<file path="src/rtl/prio_irq_pkg.sv">
package prio_irq_pkg;
   // Mode of the effective mask: compared inclusively after a reload from
   // the programmed mask, strictly after an entry acknowledge.
   typedef enum logic {
      EIM_PROGRAMMED = 1'b0,
      EIM_SERVICED   = 1'b1
   } eim_mode_e;

   // Request decision shared by the comparator.
   function automatic logic level_beats(input int unsigned lvl,
                                        input int unsigned eff,
                                        input eim_mode_e   mode);
      if (mode == EIM_PROGRAMMED) return (lvl <= eff);
      return (lvl < eff);
   endfunction
endpackage

</file>
<file path="src/rtl/prio_irq_sampler.sv">
module prio_irq_sampler #(
   parameter int unsigned NUM_LINES = 8,
   parameter int unsigned STAGES    = 1
) (
   input  logic                 clk,
   input  logic                 rst_n,
   input  logic [NUM_LINES-1:0] lines_in,
   output logic [NUM_LINES-1:0] lines_out
);
   generate
      if (STAGES == 0) begin : g_direct
         assign lines_out = lines_in;
      end else begin : g_chain
         logic [NUM_LINES-1:0] stage_q [STAGES];
         for (genvar s = 0; s < STAGES; s++) begin : g_stage
            always_ff @(posedge clk) begin
               if (!rst_n) begin
                  stage_q[s] <= '0;
               end else if (s == 0) begin
                  stage_q[s] <= lines_in;
               end else begin
                  stage_q[s] <= stage_q[(s == 0) ? 0 : s-1];
               end
            end
         end
         assign lines_out = stage_q[STAGES-1];
      end
   endgenerate
endmodule

</file>
<file path="src/rtl/prio_irq_encoder.sv">
module prio_irq_encoder #(
   parameter int unsigned NUM_LINES = 8,
   parameter int unsigned LVL_W     = 3
) (
   input  logic [NUM_LINES-1:0] lines,
   output logic [LVL_W-1:0]     level,
   output logic                 valid
);
   localparam logic [LVL_W-1:0] NONE_CODE = '1;

   always_comb begin
      level = NONE_CODE;
      valid = 1'b0;
      for (int i = NUM_LINES-1; i >= 0; i--) begin
         if (lines[i]) begin
            level = LVL_W'(i);
            valid = 1'b1;
         end
      end
   end
endmodule

</file>
<file path="src/rtl/prio_irq_mask_regs.sv">
module prio_irq_mask_regs
   import prio_irq_pkg::*;
#(
   parameter int unsigned         LVL_W     = 3,
   parameter logic [LVL_W-1:0]    IMR_RESET = '0
) (
   input  logic             clk,
   input  logic             rst_n,
   input  logic             wr_en,
   input  logic [LVL_W-1:0] wr_level,
   input  logic             ack,
   input  logic [LVL_W-1:0] cur_level,
   input  logic             cur_valid,
   input  logic             reload,
   output logic [LVL_W-1:0] imr_q,
   output logic [LVL_W-1:0] eim_q,
   output eim_mode_e        mode_q
);
   logic take_ack;
   assign take_ack = ack && cur_valid;

   always_ff @(posedge clk) begin
      if (!rst_n) begin
         imr_q <= IMR_RESET;
      end else if (wr_en) begin
         imr_q <= wr_level;
      end
   end

   // Acknowledge has priority over a reload in the same cycle.
   always_ff @(posedge clk) begin
      if (!rst_n) begin
         eim_q  <= IMR_RESET;
         mode_q <= EIM_PROGRAMMED;
      end else if (take_ack) begin
         eim_q  <= cur_level;
         mode_q <= EIM_SERVICED;
      end else if (reload) begin
         eim_q  <= imr_q;
         mode_q <= EIM_PROGRAMMED;
      end
   end
endmodule

</file>
<file path="src/rtl/prio_irq_req_cmp.sv">
module prio_irq_req_cmp
   import prio_irq_pkg::*;
#(
   parameter int unsigned LVL_W = 3
) (
   input  logic [LVL_W-1:0] cur_level,
   input  logic             cur_valid,
   input  logic [LVL_W-1:0] eim_level,
   input  eim_mode_e        mode,
   output logic             req
);
   always_comb begin
      req = cur_valid && level_beats(int'(cur_level), int'(eim_level), mode);
   end
endmodule

</file>
<file path="src/rtl/prio_irq_level_ctrl.sv">
module prio_irq_level_ctrl
   import prio_irq_pkg::*;
#(
   parameter int unsigned NUM_LINES   = 8,
   parameter int unsigned REG_W       = 8,
   parameter int unsigned SYNC_STAGES = 1,
   parameter int unsigned IMR_RESET   = 0
) (
   input  logic                 clk,
   input  logic                 rst_n,
   input  logic [NUM_LINES-1:0] irq_lines,
   input  logic                 mask_wr_en,
   input  logic [REG_W-1:0]     mask_wr_data,
   input  logic                 entry_ack,
   input  logic                 rti_strobe,
   input  logic                 cleim_strobe,
   input  logic                 hyper_mode,
   output logic [REG_W-1:0]     imr_reg,
   output logic [REG_W-1:0]     eim_reg,
   output logic [REG_W-1:0]     isr_reg,
   output logic                 isr_valid,
   output logic                 entry_req
);
   localparam int unsigned LVL_W = (NUM_LINES > 1) ? $clog2(NUM_LINES) : 1;
   localparam int unsigned PAD_W = REG_W - LVL_W;

   initial begin
      if (NUM_LINES < 2) $error("NUM_LINES must be at least 2");
      if (LVL_W >= REG_W) $error("REG_W must exceed the level width");
      if (IMR_RESET >= NUM_LINES) $error("IMR_RESET out of range");
   end

   logic [NUM_LINES-1:0] lines_s;
   logic [LVL_W-1:0]     cur_level;
   logic                 cur_valid;
   logic [LVL_W-1:0]     imr_q;
   logic [LVL_W-1:0]     eim_q;
   eim_mode_e            mode_q;
   logic                 reload;

   assign reload = (rti_strobe || cleim_strobe) && hyper_mode;

   prio_irq_sampler #(.NUM_LINES(NUM_LINES), .STAGES(SYNC_STAGES)) u_sampler (
      .clk(clk), .rst_n(rst_n), .lines_in(irq_lines), .lines_out(lines_s)
   );

   prio_irq_encoder #(.NUM_LINES(NUM_LINES), .LVL_W(LVL_W)) u_encoder (
      .lines(lines_s), .level(cur_level), .valid(cur_valid)
   );

   prio_irq_mask_regs #(.LVL_W(LVL_W), .IMR_RESET(LVL_W'(IMR_RESET))) u_masks (
      .clk(clk), .rst_n(rst_n),
      .wr_en(mask_wr_en), .wr_level(mask_wr_data[LVL_W-1:0]),
      .ack(entry_ack), .cur_level(cur_level), .cur_valid(cur_valid),
      .reload(reload),
      .imr_q(imr_q), .eim_q(eim_q), .mode_q(mode_q)
   );

   prio_irq_req_cmp #(.LVL_W(LVL_W)) u_cmp (
      .cur_level(cur_level), .cur_valid(cur_valid),
      .eim_level(eim_q), .mode(mode_q), .req(entry_req)
   );

   assign imr_reg   = {{PAD_W{1'b0}}, imr_q};
   assign eim_reg   = {{PAD_W{1'b0}}, eim_q};
   assign isr_reg   = {{PAD_W{1'b0}}, cur_level};
   assign isr_valid = cur_valid;
endmodule

</file>
<file path="config.mk">
export PLATFORM = sky130hd
export DESIGN_NAME = prio_irq_level_ctrl
export DESIGN_NICKNAME = d
export VERILOG_FILES = /design/src/rtl/prio_irq_pkg.sv /design/src/rtl/prio_irq_sampler.sv /design/src/rtl/prio_irq_encoder.sv /design/src/rtl/prio_irq_mask_regs.sv /design/src/rtl/prio_irq_req_cmp.sv /design/src/rtl/prio_irq_level_ctrl.sv
export SDC_FILE = /design/constraint.sdc
export NUM_CORES = 1
export LEC_CHECK = 0
export BUFFER_PORTS_ARGS = -buffer_cell sky130_fd_sc_hd__buf_4
export CORE_UTILIZATION = 44
export CTS_CLUSTER_DIAMETER = 100
export DETAILED_ROUTE_END_ITERATION = 8
export PLACE_DENSITY = 0.82
export SLEW_MARGIN = 40
export SYNTH_ARGS = -nofsm -noshare
export SYNTH_HDL_FRONTEND = slang
export SYNTH_SLANG_ARGS = --single-unit
</file>
<file path="constraint.sdc">
create_clock -name clk -period 2.4 [get_ports clk]
set_input_delay 0.12 -clock clk [delete_from_list [all_inputs] [get_ports clk]]
set_output_delay 0.12 -clock clk [all_outputs]
set_load 0.05 [all_outputs]
</file>
==> run metrics <==
run status complete, but fails checks; failing checks design-rule violations; Sw Ratio around 37%; multiplexer share of the synthesized area 7.680%; Post-Synth Simple-Gate Area 19.04%; Final GP Congestion 0.7396; core area around 1600 um^2; CP Max Fanout 4; RSZ-0062 raised after global routing false; Synth Area in Adders 4.800%; Horiz. Die Dim roughly 44 um; Worst R2R End u_masks.eim_q[2]; first-pass GRT wire length approximately 2100 um; Worst IR Drop VDD 0.0003675 V; Worst R2R Path Depth 4; Seq/Total Area, Yosys 38.40%; max cap viols 0; Logic pwr share a little over a third; main combinational cell family by area after synthesis simple AND/OR/NAND/NOR gates; leakage power total 0.5181 nW; Setup crit start kind flip-flop; Synth Area in Compound Gates between 10% and 20%; critical path class flip-flop to output port; GRT busiest layer met2; routed wire length per instance 9.295 um; most common cell after layout, fill and taps aside buf_4; most frequent cells in the layout buf_4 (28), conb_1 (15), dfxtp_1 (15); post-synth cell types 25; clock root cell clkbuf_4; DR vias/cell 4.535; number of diodes 0; DR vias 585; cts repair resizes 0; initial antenna violation count 0; number of core rows 14; port buffer count 28; Mapped Cells 83; Syn. warnings 0; delay-heaviest family, CP simple AND/OR/NAND/NOR gates; critical path arrival 2.03 ns; Slowest-stage cell, CP or4_4; CP max stage delay between 0.5 and 0.6 ns; final hold vios 0; Initial DRC Count 12; pin count of the biggest net entering global routing 16; M3 GR Usage 3.673%; Die Y around 44 um; clock tree from TritonCTS built; register area 300.3 um^2; final WL ~1200 um; met1 usage between 10% and 20%; layout net count 140; r2r setup slk 0.95 ns; share of cells above drive strength 1 32.74%; worst hold path class input pin to flip-flop; xor and xnor area share after synthesis 0%; clock power share 21.1%; Hold WS 0.05312 ns; synthesis-to-layout area growth 25.28%; Critical Path RT 2.28 ns; Fin Setup TNS 0 ns; Tcrit/Tclk final roughly 90%; Fillers 131; cell area after synthesis between 700 and 800 um^2; Mean Syn Cell Area roughly 9.4 um^2; final core occ 62.14%; CP Capture Type output port; crit-path cells or4_4, inv_1, ha_1, and4b_1, o21a_1, buf_4; worst path bufs/invs 2; sequential power share 42.4%; skew final 0.008040 ns; Max Freq 464.1 MHz; Net Switching between 0.0002 and 0.00025 W; vias in the first global route 506; GR Overflow Total 0; Hold Path End u_sampler.g_chain.stage_q[0][0]; Pint between 0.0004 and 0.0005 W; Pwr per Cell Area 663.4 nW/um^2; setup violators final 0; GRT Total Usage 14.64%; CTS max path bufs 2; max-slew violations 0; Placed Instances around 130; TritonCTS Buffers 3; area of the multi-input gates slightly below 400 um^2; Post-CTS Setup Inserts 0; fin crit period 2.155 ns; reg2reg start u_sampler.g_chain.stage_q[0][3]; Antenna Nets Post-Route 0; post-detailed-placement cell area roughly 950 um^2; Worst Hold Launch irq_lines[0]; Sink Count 15; clock-pin slew on the worst setup and hold paths 0.08 ns; Final HPWL DP 1009 um; Starting Density 49.60%; flops & latches, synth 15; Residual DRC 3; post-route design area 979.7 um^2; H-tree levels 1; Hold Buf Count CTS 0; hold depth 2; drt pass-1 iters 8; Worst-Skew Late Latency 0.27 ns; Worst Setup SP u_sampler.g_chain.stage_q[0][3]; IO Pins 49; non-filler cells, final ~130; met2 GRT Util a little under a quarter; Die ar. 1950 um^2
[metrics by stage]
| stage | total power (W) | setup WS, ns |
|---|---|---|
| floorplan | 0.0004760 | 0.07545 |
| detailed placement | 0.0005194 | 0.5396 |
| global route | 0.0006900 | 0.1535 |
| CTS | 0.0006563 | 0.2306 |
| finish | 0.0006499 | 0.2453 |
| global placement | 0.0005165 | 0.5493 |
[synthesized netlist by cell type]
master / count / area (um^2)
o31a_2: 1 / 10.01
ha_1: 3 / 37.54
or4_4: 2 / 22.52
nor3_1: 2 / 10.01
o21ai_1: 1 / 5.000
conb_1: 1 / 3.750
nand2_1: 4 / 15.01
and3_1: 1 / 6.260
a21oi_1: 3 / 15.01
dfxtp_1: 15 / 300.3
and4b_1: 1 / 10.01
o211a_1: 2 / 20.02
nand2_2: 1 / 6.260
nor2_1: 1 / 3.750
o21a_1: 1 / 7.510
or2_1: 1 / 6.260
mux2i_1: 6 / 60.06
nor2b_1: 3 / 18.77
and2_1: 8 / 50.05
clkbuf_1: 1 / 3.750
buf_4: 15 / 112.6
o21ai_4: 1 / 16.27
a21boi_0: 1 / 7.510
a21o_1: 1 / 7.510
inv_1: 7 / 26.28
[cells by family after synthesis]
logic type	Yosys count
buffers and inverters	23
other	1
flip-flops	15
adder cells (fa/ha/maj)	3
multiplexers	6
AND/OR/NAND/NOR	24
AO/OA/AOI/OAI	11
[area by class of cell]
| cell class | instances | area share, % |
|---|---|---|
| Timing Repair Buffer | 28 | 21.46 |
| Clock buffer | 4 | 2.682 |
| Sequential cell | 15 | 30.65 |
| Inverter | 7 | 2.682 |
| Tap cell | 16 | 2.043 |
| Multi-Input combinational cell | 59 | 40.49 |
[power by group through the flow]
stage               clock network, W  registers [W]  logic (W)
floorplan                          0       0.000305   0.000171
global placement                   0       0.000281   0.000235
detailed placement                 0       0.000282   0.000238
CTS                         0.000142       0.000276   0.000238
global route                0.000158       0.000278   0.000254
finish                      0.000137       0.000276   0.000237
[worst max path at each step]
| stage | to | slack, ns | cells after the start |
|---|---|---|---|
| final | entry_req | 0.25 | 6 |
| after global routing | entry_req | 0.15 | 6 |
| after CTS | entry_req | 0.23 | 6 |
| after detailed placement | entry_req | 0.54 | 6 |
| after global placement | entry_req | 0.55 | 6 |
| after floorplan | entry_req | 0.08 | 7 |
[layer usage]
metal	wire, um	vias to the layer above
met5	0	-
met4	0	0
met3	80	0
met2	545	30
met1	573	250
li1	-	305
[flip-flops by register name, summed over array words and instances (netlist names)]
register / cells
u_masks.imr_q: 3
u_sampler.g_chain.stage_q: 8
u_masks.eim_q: 3
u_masks.mode_q: 1
Note: power is estimated with default switching activity, not from simulation.
